[config.mk]
export PLATFORM = sky130hd
export DESIGN_NAME = sw_tlb
export DESIGN_NICKNAME = d
export VERILOG_FILES = /design/src/rtl/tlb_pkg.sv /design/src/rtl/tlb_cam.sv /design/src/rtl/tlb_ctrl.sv /design/src/rtl/tlb_dp.sv /design/src/rtl/sw_tlb.sv
export SDC_FILE = /design/constraint.sdc
export NUM_CORES = 2
export LEC_CHECK = 0
export ABC_AREA = 1
export ABC_CLOCK_PERIOD_IN_PS = 6000
export BUFFER_PORTS_ARGS = -buffer_cell sky130_fd_sc_hd__buf_4
export CAP_MARGIN = 20
export CORE_MARGIN = 2
export CORE_UTILIZATION = 56
export DETAILED_ROUTE_END_ITERATION = 10
export MAX_ROUTING_LAYER = met4
export PLACE_DENSITY = 0.75
export SYNTH_ARGS = -nofsm -noshare
export SYNTH_HDL_FRONTEND = slang
export SYNTH_SLANG_ARGS = --single-unit
[constraint.sdc]
create_clock -name clk -period 6 [get_ports clk]
set_input_delay 1.5 -clock clk [delete_from_list [all_inputs] [get_ports clk]]
set_output_delay 1.5 -clock clk [all_outputs]
set_load 0.02 [all_outputs]
[src/rtl/tlb_pkg.sv]
package tlb_pkg;
  localparam int VA_W       = 32;
  localparam int OFF_W      = 12;
  localparam int PA_W       = 32;
  localparam int VPN_W      = VA_W - OFF_W;
  localparam int PPN_W      = PA_W - OFF_W;
  localparam int PTE_SHIFT  = 2;

  typedef struct packed {
    logic lookValid;
    logic selData;
    logic instStall;
    logic captureMiss;
    logic clearTrap;
  } tlbStrobe_t;
endpackage

[src/rtl/tlb_cam.sv]
module tlb_cam
  import tlb_pkg::*;
#(
  parameter int ENTRIES = 16,
  localparam int IDX_W = $clog2(ENTRIES)
) (
  input  logic [ENTRIES-1:0]            validVec,
  input  logic [ENTRIES-1:0][VPN_W-1:0] tagVec,
  input  logic [VPN_W-1:0]              keyVpn,
  output logic                          anyMatch,
  output logic [IDX_W-1:0]              matchIdx
);
  logic [ENTRIES-1:0] matchVec;

  for (genvar g = 0; g < ENTRIES; g++) begin : g_cmp
    assign matchVec[g] = validVec[g] && (tagVec[g] == keyVpn);
  end

  always_comb begin
    matchIdx = '0;
    for (int i = ENTRIES - 1; i >= 0; i--) begin
      if (matchVec[i]) matchIdx = IDX_W'(i);
    end
  end

  assign anyMatch = |matchVec;
endmodule

[src/rtl/tlb_ctrl.sv]
module tlb_ctrl
  import tlb_pkg::*;
(
  input  logic       clk,
  input  logic       rstN,
  input  logic       instReq,
  input  logic       dataReq,
  input  logic       lookHit,
  input  logic       refillWe,
  output tlbStrobe_t strb,
  output logic       trapQ
);
  always_comb begin
    strb.lookValid   = instReq | dataReq;
    strb.selData     = dataReq;
    strb.instStall   = instReq & dataReq;
    strb.clearTrap   = refillWe;
    strb.captureMiss = strb.lookValid & ~lookHit & ~trapQ & ~refillWe;
  end

  always_ff @(posedge clk) begin
    if (!rstN)                 trapQ <= 1'b0;
    else if (strb.clearTrap)   trapQ <= 1'b0;
    else if (strb.captureMiss) trapQ <= 1'b1;
  end
endmodule

[src/rtl/tlb_dp.sv]
module tlb_dp
  import tlb_pkg::*;
#(
  parameter int ENTRIES = 16,
  localparam int IDX_W = $clog2(ENTRIES)
) (
  input  logic             clk,
  input  logic             rstN,
  input  tlbStrobe_t       strb,
  input  logic [VA_W-1:0]  instVaddr,
  input  logic [VA_W-1:0]  dataVaddr,
  input  logic             ptBaseWe,
  input  logic [PA_W-1:0]  ptBaseData,
  input  logic             refillWe,
  input  logic [IDX_W-1:0] refillIdx,
  input  logic [VPN_W-1:0] refillVpn,
  input  logic [PPN_W-1:0] refillPpn,
  output logic             lookHit,
  output logic [PA_W-1:0]  respPaddr,
  output logic [VPN_W-1:0] missVpn,
  output logic             missIsData,
  output logic [PA_W-1:0]  pteAddr
);
  logic [ENTRIES-1:0]            validQ;
  logic [ENTRIES-1:0][VPN_W-1:0] tagQ;
  logic [ENTRIES-1:0][PPN_W-1:0] ppnQ;
  logic [PA_W-1:0]               ptBaseQ;
  logic [VA_W-1:0]               selVaddr;
  logic                          anyMatch;
  logic [IDX_W-1:0]              matchIdx;

  for (genvar g = 0; g < ENTRIES; g++) begin : g_slot
    always_ff @(posedge clk) begin
      if (!rstN) begin
        validQ[g] <= 1'b0;
        tagQ[g]   <= '0;
        ppnQ[g]   <= '0;
      end else if (refillWe && refillIdx == IDX_W'(g)) begin
        validQ[g] <= 1'b1;
        tagQ[g]   <= refillVpn;
        ppnQ[g]   <= refillPpn;
      end
    end
  end

  assign selVaddr = strb.selData ? dataVaddr : instVaddr;

  tlb_cam #(.ENTRIES(ENTRIES)) u_cam (
    .validVec (validQ),
    .tagVec   (tagQ),
    .keyVpn   (selVaddr[VA_W-1:OFF_W]),
    .anyMatch (anyMatch),
    .matchIdx (matchIdx)
  );

  assign lookHit   = strb.lookValid & anyMatch;
  assign respPaddr = lookHit ? {ppnQ[matchIdx], selVaddr[OFF_W-1:0]} : '0;

  always_ff @(posedge clk) begin
    if (!rstN) begin
      missVpn    <= '0;
      missIsData <= 1'b0;
      ptBaseQ    <= '0;
    end else begin
      if (strb.captureMiss) begin
        missVpn    <= selVaddr[VA_W-1:OFF_W];
        missIsData <= strb.selData;
      end
      if (ptBaseWe) ptBaseQ <= ptBaseData;
    end
  end

  assign pteAddr = ptBaseQ +
    {{(PA_W-VPN_W-PTE_SHIFT){1'b0}}, missVpn, {PTE_SHIFT{1'b0}}};
endmodule

[src/rtl/sw_tlb.sv]
module sw_tlb
  import tlb_pkg::*;
#(
  parameter int ENTRIES = 16,
  localparam int IDX_W = $clog2(ENTRIES)
) (
  input  logic             clk,
  input  logic             rstN,
  input  logic             instReq,
  input  logic [VA_W-1:0]  instVaddr,
  input  logic             dataReq,
  input  logic [VA_W-1:0]  dataVaddr,
  output logic             instStall,
  output logic             respValid,
  output logic             respIsData,
  output logic             respHit,
  output logic [PA_W-1:0]  respPaddr,
  output logic             trapReq,
  output logic [VPN_W-1:0] missVpn,
  output logic             missIsData,
  output logic [PA_W-1:0]  pteAddr,
  input  logic             ptBaseWe,
  input  logic [PA_W-1:0]  ptBaseData,
  input  logic             refillWe,
  input  logic [IDX_W-1:0] refillIdx,
  input  logic [VPN_W-1:0] refillVpn,
  input  logic [PPN_W-1:0] refillPpn
);
  tlbStrobe_t strb;
  logic       lookHit;

  tlb_ctrl u_ctrl (
    .clk      (clk),
    .rstN     (rstN),
    .instReq  (instReq),
    .dataReq  (dataReq),
    .lookHit  (lookHit),
    .refillWe (refillWe),
    .strb     (strb),
    .trapQ    (trapReq)
  );

  tlb_dp #(.ENTRIES(ENTRIES)) u_dp (
    .clk        (clk),
    .rstN       (rstN),
    .strb       (strb),
    .instVaddr  (instVaddr),
    .dataVaddr  (dataVaddr),
    .ptBaseWe   (ptBaseWe),
    .ptBaseData (ptBaseData),
    .refillWe   (refillWe),
    .refillIdx  (refillIdx),
    .refillVpn  (refillVpn),
    .refillPpn  (refillPpn),
    .lookHit    (lookHit),
    .respPaddr  (respPaddr),
    .missVpn    (missVpn),
    .missIsData (missIsData),
    .pteAddr    (pteAddr)
  );

  assign instStall  = strb.instStall;
  assign respValid  = strb.lookValid;
  assign respIsData = strb.lookValid & strb.selData;
  assign respHit    = lookHit;
endmodule

==> flow_summary.toml <==
[outcome]
status = "complete, but fails checks"
violations = "negative setup slack"

[sta]
setup_viol = 20
drv_slew = 0
worst_slack_ns = -0.4854
slew_headroom = 0.3014
skew_ns = 0.01434
timing.fmax_ghz = 0.1542
fin_tns_setup_ns = -8.299
rsz0062_at_grt = "true"
worstMarginPinSlew_ns = 1.048
hold_viol = 0
min_period_over_period = 1.081
finalCriticalPeriod_ns = 6.485

[detailed_routing]
dr_total_vias = 36860
drt_iter0_drc = 5802
dr_wl_met3_um = 18060
vias_per_cell = 5.963
postRouteAntennaNets = 0
drc_errors = 0
met1_length_um = 51440
topRoutingLayerUsed = "met4"
avgRoutedWirePerCell_um = 21.29
drt_first_pass_iters = 9
met2_wirelength_um = 55730
drt-total-wl_um = 131600

[power_and_ir_drop]
leakage_nw = 18.79
combPwrFrac = 0.132
switchingPower_mw = 2.974
p_int_mw = 8.260
pwr-share-seq = 0.437
switching_share = 0.2647
power_density_mw_per_mm2 = 260.6
irDropWorstVdd_mv = 0.2109
p_clk_frac = 0.431

[synth]
synth_seq_cells = 710
yosysUniqueCellTypes = 47
syn_inst = 5045
synth_top_flop_cell = "dfxtp_1"
synth_edf_count = 0
synth_top_area_frac = 0.4149
synth_area_mm2 = 0.03426
yosys-top-cells-area = "dfxtp_1 41%, o21ai_0 11%, nor2_1 9.9%, nand2_1 9.3%, a21oi_1 5.7%"
synth_warnings = 0
synth_nets = 5212
synth_top_cell_by_area = "dfxtp_1"
ys_seq_area_frac = 0.4149
postSynth.asyncResetShare = 0
synth_area_per_cell_um2 = 6.790

[worst_setup_path]
crit_path_end_kind = "primary output"
critPathBufInv = 9
path_common_cell = "nand2_1"
path_delay_family = "simple AND/OR/NAND/NOR gates"
arrival_ns = 4.99
worstPathMaxFanout = 8
cp-start-kind = "input pin"
worstSetupPathType = "in2out"
cp_slowest_cell = "nor4_1"
cpPeakStageDelay_ns = 0.29
crit_required_ns = 4.50

[placement]
pre_cts_slack_ns = -0.6231
place_congestion = 0.9478
port_buffers = 235
dp.final_hpwl_um = 75850

[clocking]
clkTransAtPathRegs_ns = 0.06
cts_buffers = 76
cts_tree = "done"
ctsHoldBuffers = 0
clock-sinks = 710
htree_levels = 3
max-clock-path-buffers = 3
clockRootBuffer = "clkbuf_16"
clk_latency_ns = 0.63

[cells_and_area]
area_growth_pct = 25.85
fill_cells = 4805
drive_gt1_frac = 0.1790
nNetsFinal = 5502

[global_route]
antenna_found_initial = 7
grt_start_max_net_pins = 229
overflow = 0
grt_pass1_vias = 33060
grt_pass1_wl_um = 193400
grt_usage = 0.4065

[min_path]
hold_class = "reg2reg"

[floorplanning]
die-area_mm2 = 0.06317
row_count = 90
ios = 236
initial_utilization = 0.5665
coreArea_mm2 = 0.06047
die_h_um = 251.3
dieWidth_um = 251.3

[flow_run]
cap_violations = 0
==> power groups by stage <==
| stage | Clock (mW) | Combinational, mW | Sequential, mW |
|---|---|---|---|
| 2_1_floorplan | 0 | 0.692 | 5.00 |
| 3_3_place_gp | 0 | 1.29 | 5.01 |
| 3_5_place_dp | 0 | 1.30 | 5.01 |
| 4_1_cts | 4.84 | 1.39 | 4.91 |
| 5_1_grt | 5.03 | 1.55 | 4.92 |
| 6_report | 4.84 | 1.48 | 4.91 |
==> flip-flops by register name (all words and copies together) (netlist names) <==
name	count
u_ctrl.trapQ	1
u_dp.missIsData	1
u_dp.missVpn	20
u_dp.ppnQ	320
u_dp.ptBaseQ	32
u_dp.tagQ	320
u_dp.validQ	16
==> synthesized netlist by cell type, types with 3 or more instances <==
| master | instances |
|---|---|
| a211oi_1 | 33 |
| a21oi_1 | 388 |
| a221oi_1 | 10 |
| a22o_1 | 9 |
| and3_1 | 3 |
| buf_1 | 3 |
| buf_2 | 51 |
| buf_4 | 29 |
| buf_6 | 16 |
| clkbuf_1 | 278 |
| clkinv_1 | 8 |
| dfxtp_1 | 710 |
| ha_1 | 20 |
| inv_1 | 398 |
| inv_2 | 9 |
| nand2_1 | 849 |
| nand2_2 | 18 |
| nand3_1 | 147 |
| nand3b_1 | 82 |
| nand4_1 | 22 |
| nor2_1 | 907 |
| nor3_1 | 11 |
| nor4_1 | 24 |
| o2111ai_1 | 7 |
| o211ai_1 | 3 |
| o21ai_0 | 772 |
| o21ai_1 | 25 |
| o22ai_1 | 67 |
| or2_0 | 7 |
| or4_1 | 3 |
| xnor2_1 | 44 |
| xor2_1 | 72 |
==> cells in the final DEF (no fill, tap or decap), types with 17 or more instances in the layout <==
| cell type | synthesis | routed |
|---|---|---|
| a211oi_1 | 33 | 30 |
| a21oi_1 | 388 | 372 |
| buf_12 | 0 | 76 |
| buf_4 | 29 | 437 |
| buf_6 | 16 | 44 |
| clkbuf_1 | 278 | 23 |
| clkbuf_16 | 0 | 85 |
| dfxtp_1 | 710 | 710 |
| ha_1 | 20 | 20 |
| inv_1 | 398 | 394 |
| nand2_1 | 849 | 742 |
| nand2_2 | 18 | 101 |
| nand2_4 | 2 | 24 |
| nand3_1 | 147 | 121 |
| nand3_2 | 0 | 24 |
| nand3b_1 | 82 | 82 |
| nand4_1 | 22 | 22 |
| nor2_1 | 907 | 856 |
| nor2_2 | 0 | 34 |
| nor2_4 | 0 | 17 |
| nor4_1 | 24 | 20 |
| o21ai_0 | 772 | 755 |
| o21ai_1 | 25 | 35 |
| o22ai_1 | 67 | 67 |
| xnor2_1 | 44 | 43 |
| xor2_1 | 72 | 72 |
==> routing by layer <==
layer,vias up,global-route usage
met5,-,-
met4,0,0.1660
met3,524,0.1019
met2,2372,0.5868
met1,17010,0.5429
li1,16960,-
==> cells by family after synthesis <==
logic type / count (synthesis) / synth area share
buffers and inverters: 794 / 0.09566
AND/OR/NAND/NOR: 2077 / 0.2487
flip-flops: 710 / 0.4149
adder cells (fa/ha/maj): 21 / 0.007889
AO/OA/AOI/OAI: 1327 / 0.2032
XOR/XNOR: 116 / 0.02966
==> what timing repair did <==
action,4_1_cts,5_1_grt
cloned,21,7
endpoints found under the setup margin,33,35
setup buffers,49,24
resized for setup,195,193
pin swaps,59,120
==> final cells by class <==
| type | instances | area (um2) | share of cell area |
|---|---|---|---|
| Inverter | 416 | 1588 | 0.03683 |
| Clock buffer | 117 | 2270 | 0.05265 |
| Multi-Input combinational cell | 3542 | 17740 | 0.4115 |
| Tap cell | 782 | 978.4 | 0.02269 |
| Sequential cell | 710 | 14210 | 0.3297 |
| Clock inverter | 18 | 255.2 | 0.005920 |
| Antenna cell | 8 | 20.02 | 0.0004643 |
| Timing Repair Buffer | 589 | 6046 | 0.1402 |
==> worst min-delay path, delay by kind of cell, from the launching register on <==
family,cells,cell delay [ns]
flops,1,0.31
buf+inv,1,0.05
compound gates,1,0.05
==> stage by stage <==
step	power (mW)	hold WS, ns	cells	util	instance area (um2)
after floorplan	5.697	0.4205	5045	-	34260
after global placement	6.293	0.4347	5949	0.6299	38090
after detailed placement	6.309	0.4382	5949	0.6299	38090
after CTS	11.13	0.4474	6153	0.6987	42250
after global routing	11.50	0.4599	6179	0.7128	43110
final	11.23	0.4445	6182	0.7130	43110
==> worst paths after layout <==
check	start	to	slack, ns	cells after the start
worst max register to register	u_dp.tagQ[13]	u_dp.missIsData	3.10	19
worst min-delay path	u_dp.ppnQ[65]	u_dp.ppnQ[65]	0.44	2
worst min register to register	u_dp.ppnQ[65]	u_dp.ppnQ[65]	0.44	2
worst max-delay path	dataReq	respPaddr[12]	-0.49	31
No activity file was read; power rests on OpenSTA's default activity.
